===== src/rtl/lsq_pkg.sv =====
// Shared types for the load-store ordering queue.
package lsq_pkg;

    // Per-slot status flags.
    typedef struct packed {
        logic valid;       // slot holds a live micro-op
        logic is_store;    // 1 = store, 0 = load
        logic pred_alias;  // load predicted to alias an older store
        logic addr_ok;     // address has been written
        logic data_ok;     // store data has been written
        logic issued;      // entry has been granted
    } lsq_flags_t;

endpackage


===== src/rtl/lsq_age_pick.sv =====
// Oldest-first picker over a circular queue.
// Scans from the head slot upward and returns the first requesting slot.
// Assumes DEPTH is a power of two so that index arithmetic wraps naturally.
module lsq_age_pick #(
    parameter int DEPTH = 8,
    parameter int IDX_W = $clog2(DEPTH)
) (
    input  logic [DEPTH-1:0] req,
    input  logic [IDX_W-1:0] head,
    output logic             found,
    output logic [IDX_W-1:0] pick
);

    logic [IDX_W-1:0] slot_w;

    // Walk from youngest to oldest position so the oldest request is kept last.
    always_comb begin
        found  = 1'b0;
        pick   = head;
        slot_w = head;
        for (int k = DEPTH - 1; k >= 0; k--) begin
            slot_w = head + IDX_W'(k);
            if (req[slot_w]) begin
                found = 1'b1;
                pick  = slot_w;
            end
        end
    end

endmodule


===== src/rtl/lsq_ready_eval.sv =====
// Readiness evaluation for every slot of the ordering queue.
// A store is ready once its address and data are known and no older store
// is still pending. A load is ready once its address is known and no older
// pending store either matches it or, depending on mode and prediction,
// has an unknown address. Age is the distance from the head slot.
module lsq_ready_eval
    import lsq_pkg::*;
#(
    parameter int DEPTH  = 8,
    parameter int ADDR_W = 32,
    parameter int IDX_W  = $clog2(DEPTH)
) (
    input  lsq_flags_t [DEPTH-1:0]             flg,
    input  logic       [DEPTH-1:0][ADDR_W-1:0] addr,
    input  logic       [IDX_W-1:0]             head,
    input  logic                               disamb_en,
    output logic       [DEPTH-1:0]             rdy
);

    // Compare every slot against every older pending store.
    always_comb begin
        rdy = '0;
        for (int i = 0; i < DEPTH; i++) begin : g_row
            logic [IDX_W-1:0] rel_i;
            logic             blk;
            logic             may_hoist;
            rel_i     = IDX_W'(i) - head;
            blk       = 1'b0;
            may_hoist = disamb_en && !flg[i].pred_alias;
            for (int j = 0; j < DEPTH; j++) begin : g_col
                logic [IDX_W-1:0] rel_j;
                rel_j = IDX_W'(j) - head;
                if (flg[j].valid && flg[j].is_store && !flg[j].issued && (rel_j < rel_i)) begin
                    if (flg[i].is_store) begin
                        blk = 1'b1;
                    end else if (!flg[j].addr_ok) begin
                        if (!may_hoist) blk = 1'b1;
                    end else if (addr[j] == addr[i]) begin
                        blk = 1'b1;
                    end
                end
            end
            rdy[i] = flg[i].valid && !flg[i].issued && flg[i].addr_ok &&
                     (!flg[i].is_store || flg[i].data_ok) && !blk;
        end
    end

endmodule


===== src/rtl/lsq_alias_check.sv =====
// Late alias detection.
// When a store's address arrives for the first time, every younger load that
// has been granted (or is being granted this cycle) with the same address is
// a misprediction victim. The oldest victim is reported.
module lsq_alias_check
    import lsq_pkg::*;
#(
    parameter int DEPTH  = 8,
    parameter int ADDR_W = 32,
    parameter int IDX_W  = $clog2(DEPTH)
) (
    input  lsq_flags_t [DEPTH-1:0]             flg,
    input  logic       [DEPTH-1:0][ADDR_W-1:0] addr,
    input  logic       [IDX_W-1:0]             head,
    input  logic                               wb_valid,
    input  logic       [IDX_W-1:0]             wb_idx,
    input  logic       [ADDR_W-1:0]            wb_addr,
    input  logic                               grant_valid,
    input  logic       [IDX_W-1:0]             grant_idx,
    output logic                               flush_valid,
    output logic       [IDX_W-1:0]             flush_idx
);

    logic             trig;
    logic [IDX_W-1:0] rel_wb;
    logic [DEPTH-1:0] hit;

    // Detect a store address arriving for a live store that had none.
    always_comb begin
        trig   = wb_valid && flg[wb_idx].valid && flg[wb_idx].is_store && !flg[wb_idx].addr_ok;
        rel_wb = wb_idx - head;
    end

    // Mark younger granted loads whose address matches the new store address.
    always_comb begin
        hit = '0;
        for (int i = 0; i < DEPTH; i++) begin : g_hit
            logic [IDX_W-1:0] rel_i;
            logic             gone;
            rel_i  = IDX_W'(i) - head;
            gone   = flg[i].issued || (grant_valid && (grant_idx == IDX_W'(i)));
            hit[i] = trig && flg[i].valid && !flg[i].is_store && gone &&
                     flg[i].addr_ok && (addr[i] == wb_addr) && (rel_i > rel_wb);
        end
    end

    lsq_age_pick #(.DEPTH(DEPTH), .IDX_W(IDX_W)) u_victim (
        .req   (hit),
        .head  (head),
        .found (flush_valid),
        .pick  (flush_idx)
    );

endmodule


===== src/rtl/lsq_order_queue.sv =====
// Load-store ordering queue (top).
// Holds up to DEPTH memory micro-ops in allocation order, collects their
// addresses and store data, grants the oldest ready entry each cycle and
// reports alias mispredictions of hoisted loads as a flush of the tail.
// Assumes DEPTH is a power of two and addresses are full word addresses.
module lsq_order_queue
    import lsq_pkg::*;
#(
    parameter int DEPTH  = 8,
    parameter int ADDR_W = 32,
    parameter int DATA_W = 32,
    parameter int IDX_W  = $clog2(DEPTH)
) (
    input  logic              clk,
    input  logic              rst_n,
    input  logic              disamb_en,
    input  logic              alloc_valid,
    input  logic              alloc_store,
    input  logic              alloc_pred_alias,
    output logic              alloc_ready,
    output logic [IDX_W-1:0]  alloc_idx,
    input  logic              aw_valid,
    input  logic [IDX_W-1:0]  aw_idx,
    input  logic [ADDR_W-1:0] aw_addr,
    input  logic              dw_valid,
    input  logic [IDX_W-1:0]  dw_idx,
    input  logic [DATA_W-1:0] dw_data,
    output logic              grant_valid,
    output logic [IDX_W-1:0]  grant_idx,
    output logic              grant_store,
    output logic [ADDR_W-1:0] grant_addr,
    output logic [DATA_W-1:0] grant_data,
    output logic              flush_valid,
    output logic [IDX_W-1:0]  flush_idx
);

    localparam int CNT_W = IDX_W + 1;

    lsq_flags_t [DEPTH-1:0]             flg_q;
    logic       [DEPTH-1:0][ADDR_W-1:0] addr_q;
    logic       [DEPTH-1:0][DATA_W-1:0] data_q;
    logic       [CNT_W-1:0]             head_q;
    logic       [CNT_W-1:0]             tail_q;
    logic       [CNT_W-1:0]             count_w;
    logic       [IDX_W-1:0]             head_idx;
    logic       [IDX_W-1:0]             flush_rel;
    logic       [DEPTH-1:0]             rdy_w;
    logic       [DEPTH-1:0]             kill_w;
    logic                               retire_w;
    logic                               alloc_fire;

    // Occupancy, retirement and allocation acceptance.
    always_comb begin
        head_idx    = head_q[IDX_W-1:0];
        count_w     = tail_q - head_q;
        retire_w    = flg_q[head_idx].valid && flg_q[head_idx].issued;
        alloc_ready = (count_w < CNT_W'(DEPTH)) && !flush_valid;
        alloc_idx   = tail_q[IDX_W-1:0];
        alloc_fire  = alloc_valid && alloc_ready;
        flush_rel   = flush_idx - head_idx;
    end

    // Slots removed by a flush: from the victim up to the tail.
    always_comb begin
        kill_w = '0;
        for (int i = 0; i < DEPTH; i++) begin : g_kill
            logic [IDX_W-1:0] rel_i;
            rel_i     = IDX_W'(i) - head_idx;
            kill_w[i] = flush_valid && (rel_i >= flush_rel) && ({1'b0, rel_i} < count_w);
        end
    end

    lsq_ready_eval #(.DEPTH(DEPTH), .ADDR_W(ADDR_W), .IDX_W(IDX_W)) u_ready (
        .flg       (flg_q),
        .addr      (addr_q),
        .head      (head_idx),
        .disamb_en (disamb_en),
        .rdy       (rdy_w)
    );

    lsq_age_pick #(.DEPTH(DEPTH), .IDX_W(IDX_W)) u_grant (
        .req   (rdy_w),
        .head  (head_idx),
        .found (grant_valid),
        .pick  (grant_idx)
    );

    lsq_alias_check #(.DEPTH(DEPTH), .ADDR_W(ADDR_W), .IDX_W(IDX_W)) u_alias (
        .flg         (flg_q),
        .addr        (addr_q),
        .head        (head_idx),
        .wb_valid    (aw_valid),
        .wb_idx      (aw_idx),
        .wb_addr     (aw_addr),
        .grant_valid (grant_valid),
        .grant_idx   (grant_idx),
        .flush_valid (flush_valid),
        .flush_idx   (flush_idx)
    );

    // Drive the granted entry's payload.
    always_comb begin
        grant_store = flg_q[grant_idx].is_store;
        grant_addr  = addr_q[grant_idx];
        grant_data  = data_q[grant_idx];
    end

    // Slot status and pointer update.
    always_ff @(posedge clk) begin
        if (!rst_n) begin
            head_q <= '0;
            tail_q <= '0;
            flg_q  <= '0;
        end else begin
            if (aw_valid && flg_q[aw_idx].valid) begin
                flg_q[aw_idx].addr_ok <= 1'b1;
            end
            if (dw_valid && flg_q[dw_idx].valid && flg_q[dw_idx].is_store) begin
                flg_q[dw_idx].data_ok <= 1'b1;
            end
            if (grant_valid) begin
                flg_q[grant_idx].issued <= 1'b1;
            end
            if (retire_w) begin
                flg_q[head_idx].valid <= 1'b0;
                head_q                <= head_q + 1'b1;
            end
            if (flush_valid) begin
                for (int i = 0; i < DEPTH; i++) begin
                    if (kill_w[i]) flg_q[i].valid <= 1'b0;
                end
                tail_q <= head_q + CNT_W'(flush_rel);
            end else if (alloc_fire) begin
                flg_q[alloc_idx] <= '{valid: 1'b1, is_store: alloc_store,
                                      pred_alias: alloc_pred_alias, addr_ok: 1'b0,
                                      data_ok: 1'b0, issued: 1'b0};
                tail_q           <= tail_q + 1'b1;
            end
        end
    end

    // Address and data storage; contents are qualified by the status flags.
    always_ff @(posedge clk) begin
        if (aw_valid) addr_q[aw_idx] <= aw_addr;
        if (dw_valid) data_q[dw_idx] <= dw_data;
    end

endmodule


===== config.mk =====
export PLATFORM = sky130hd
export DESIGN_NAME = lsq_order_queue
export DESIGN_NICKNAME = d
export VERILOG_FILES = /design/src/rtl/lsq_pkg.sv /design/src/rtl/lsq_age_pick.sv /design/src/rtl/lsq_ready_eval.sv /design/src/rtl/lsq_alias_check.sv /design/src/rtl/lsq_order_queue.sv
export SDC_FILE = /design/constraint.sdc
export NUM_CORES = 2
export LEC_CHECK = 0
export BUFFER_PORTS_ARGS = -buffer_cell sky130_fd_sc_hd__buf_2
export CAP_MARGIN = 20
export CORE_ASPECT_RATIO = 1.5
export CORE_MARGIN = 2
export CORE_UTILIZATION = 30
export CTS_CLUSTER_SIZE = 8
export DETAILED_ROUTE_END_ITERATION = 8
export GPL_ROUTABILITY_DRIVEN = 0
export PLACE_DENSITY_LB_ADDON = 0.2
export SYNTH_ARGS = -nofsm -noshare
export SYNTH_HDL_FRONTEND = slang
export SYNTH_SLANG_ARGS = --single-unit

===== constraint.sdc =====
create_clock -name clk -period 11.01 [get_ports clk]
set_input_delay 0 -clock clk [delete_from_list [all_inputs] [get_ports clk]]
set_output_delay 0 -clock clk [all_outputs]
set_load 0.1 [all_outputs]

==> summary.txt <==
Timing
  – Fmax: 98.52 MHz
  – Clock Skew: about 47 ps
  – Max-slew violation count: 0
  – Rel. slew slack: 0.1890
  – Final setup violation count: 0
  – Setup TNS: 0 ps
  – RSZ-0062 raised after global routing: no
  – Tightest Pin Transition: 1205 ps
  – Final worst slack: 859.6 ps
  – Post-route minimum period: 10,150 ps
  – Final Hold Fails: 0
  – Period Utilization, post-route: 0.9219

Synthesis
  – Adder-cell area share of the yosys netlist: 0.02390
  – Synth warn: 0
  – Primary FF master, synth: edfxtp_1
  – Post-synth ARST share: 0
  – Post-Synth Simple-Gate Area: 0.1327
  – Number of enable flip-flop cells after synthesis: 512
  – Largest family of logic cells by synthesized area: XOR/XNOR gates
  – Post-synthesis mux area share: 0.08428
  – Yosys cell types: 96
  – Synthesized area per cell: 10.64 um^2
  – Area fraction in compound gates after synthesis: 0.07126
  – Syn_nets: 4,090
  – Sequential area share after synthesis: 0.3939
  – Post-Synthesis Cells: 3,935
  – Synth Register Bits: 568
  – Xor/xnor share of the synthesized area: 0.2447
  – Cell area after synthesis: 41,880 um^2

Clock tree
  – Worst-path clk slew: 50 ps
  – Clock sinks: 568
  – Post-CTS Setup Inserts: 0
  – CTS buffer count: 81
  – H-tree depth: 3
  – CTS tree: built
  – CTS Buffer Depth: 3
  – Clock Tree Root: clkbuf_16
  – Post-cts resize count: 0
  – Clock latency on the worst-skew pair: around 710 ps

Hold path
  – Hold crit path type: in2reg
  – Cell depth of the worst hold path: 2
  – Worst Hold Path EP: data_q[183]$_DFFE_PP_
  – Hold Path Origin: dw_data[23]

Final layout
  – Multi-input gate area: approximately 24,000 um^2
  – Share of cells above drive strength 1: 0.1498
  – Register area: 16,500 um^2
  – Area growth syn-to-layout: 13.61%
  – Cell Count, Final, Fillers Out: 5,872
  – # nets final: just over 4,000
  – FILL cells: approximately 14,000

Route
  – Met3 wire length: 23,260 um
  – Avg WL per Cell: 36.29 um
  – Top Layer Used: met5
  – 1st-iter DRT viols: roughly 4,400
  – Post-DR vias/cell: 5.951
  – DRC Markers: 0
  – DRT Wirelength: ~210,000 um
  – TritonRoute pass-1 iters: 9
  – Wl on met1: 73,220 um
  – Via count: 34,944
  – Antenna violation net count after detailed routing: 0
  – Met2 WL post-DR: 92,900 um

Global routing
  – Vias in the first global route: 34,248
  – Antenna violations before repair: 31
  – Largest net degree at the start of global routing: 53
  – Overall global routing resource usage: 0.3011
  – First-pass GRT wire length: 294,200 um
  – Grt ovf: 0

Placement
  – DP Wirelength: 147,900 um
  – Place WS: 1243 ps
  – Inst Count DP: 5,659
  – Port bufs: ~150

Power and ir drop
  – Pwr Total: ~0.0056 W
  – Lkg Pwr: ~16 nW
  – Pwr dens: around 120 nW/um^2
  – Maximum VDD drop: 0.1475 mV

Floorplanning
  – Die Y: 461.6 um
  – Core area: between 100,000 and 150,000 um^2
  – Die area: approximately 140,000 um^2
  – # rows: 167
  – Die Wd: 309.1 um
  – Starting density of the core: 0.3028
  – Ports: 155

Worst setup path
  – CP peak stage delay: about 950 ps
  – CP Depth: 29
  – Setup slack, reg-to-reg: 860 ps
  – Worst setup SP type: register
  – Endpoint type of the worst setup path: register
  – Slowest cell on the critical path: edfxtp_1
  – Critical-path maximum fanout: 34
  – CP arrival: roughly 11,000 ps
  – FF-to-FF Start: addr_q[71]$_DFFE_PP_
  – Cell family with most CP delay: simple AND/OR/NAND/NOR gates
  – WS Path Type: reg2reg
  – Worst Path Required: 11,590 ps
  – FF-to-FF End: tail_q[2]$_SDFFE_PN0P_
  – Buf+Inv Stages, Crit Path: 2
  – Cells on worst reg2reg path: 29

Run
  – Max-cap violations: 0

Run status
  – Status: finished, final reports clean
==> metal layers <==
| metal | global-route usage | vias to the layer above |
|---|---|---|
| li1 | - | 14208 |
| met1 | 0.3260 | 17233 |
| met2 | 0.4545 | 2470 |
| met3 | 0.1226 | 1007 |
| met4 | 0.2617 | 26 |
| met5 | 0 | - |
==> power by group <==
| group | internal, W | switching (W) | total [W] |
|---|---|---|---|
| logic | 0.000247 | 0.000438 | 0.000685 |
| clock network | 0.00133 | 0.000963 | 0.00230 |
| registers | 0.00243 | 0.000176 | 0.00260 |
| total | 0.00401 | 0.00158 | 0.00558 |
==> logic make-up (layout without fill, tap and decap cells) <==
group / count (synthesis) / after routing
DFF: 568 / 568
muxes: 178 / 178
adders and majority gates: 77 / 77
other: 0 / 15
buffers and inverters: 457 / 520
AOI/OAI and AO/OA: 420 / 420
and+or+nand+nor: 1065 / 1065
xor gates and xnor gates: 1170 / 1170
==> final cells by class <==
type	count	share of cell area
Inverter	50	0.004129
Multi-Input combinational cell	2910	0.4957
Clock inverter	8	0.003498
Timing Repair Buffer	371	0.05638
Sequential cell	568	0.3468
Antenna cell	15	0.0007890
Clock buffer	91	0.04384
Tap cell	1859	0.04889
==> cells in the final DEF (no fill, tap or decap), drive strengths merged, types with 15 or more instances in the layout <==
master       instances
a211oi              16
a21o                26
a21oi               95
a31oi               18
buf                289
clkbuf              95
dfxtp               56
diode               15
dlygate4sd3         78
edfxtp             512
ha                  72
inv                 46
mux2i               32
mux4               139
nand2              322
nand2b              27
nand3               44
nand4              211
nor2               137
nor2b               24
nor3                46
nor4               174
o211ai              39
o21ai               69
xnor2              716
xor2               454
==> flip-flops by register name (all words and copies together), names as in the netlist <==
| name | cells |
|---|---|
| tail_q | 4 |
| addr_q | 256 |
| data_q | 256 |
| head_q | 4 |
| flg_q | 48 |
==> synth_stat cells, drive strengths merged (69+ instances only) <==
cell | number | area [um^2]
nor2 | 137 | 519.3
a21oi | 95 | 475.5
edfxtp | 512 | 15370
xor2 | 454 | 3976
clkbuf | 116 | 435.4
xnor2 | 716 | 6271
o21ai | 69 | 345.3
buf | 291 | 1440
nor4 | 174 | 1131
ha | 72 | 900.9
nand4 | 211 | 1320
mux4 | 139 | 3131
nand2 | 322 | 1209
==> per-stage QoR <==
step,cell area (um^2),util,hold WS (ps)
after floorplan,41880,-,98.87
after global placement,44170,0.3193,271.5
after detailed placement,44190,0.3195,276.6
after CTS,47220,0.3414,39.82
after global routing,47550,0.3438,108.2
final,47580,0.3440,116.5
==> worst max-delay path by stage <==
stage	to	slack [ps]	startpoint
after floorplan	tail_q[2]$_SDFFE_PN0P_	1190	head_q[1]$_SDFFE_PN0P_
after detailed placement	tail_q[2]$_SDFFE_PN0P_	1240	head_q[1]$_SDFFE_PN0P_
after CTS	tail_q[2]$_SDFFE_PN0P_	1190	head_q[1]$_SDFFE_PN0P_
after global routing	tail_q[2]$_SDFFE_PN0P_	380	head_q[1]$_SDFFE_PN0P_
final	tail_q[2]$_SDFFE_PN0P_	860	addr_q[71]$_DFFE_PP_
after global placement	tail_q[2]$_SDFFE_PN0P_	1320	head_q[1]$_SDFFE_PN0P_
==> repair_timing <==
action	CTS	global route
hold buffers	78	0
setup endpoints to repair	0	0
endpoints found under the hold margin	553	0
Note: power is estimated with default switching activity, not from simulation.
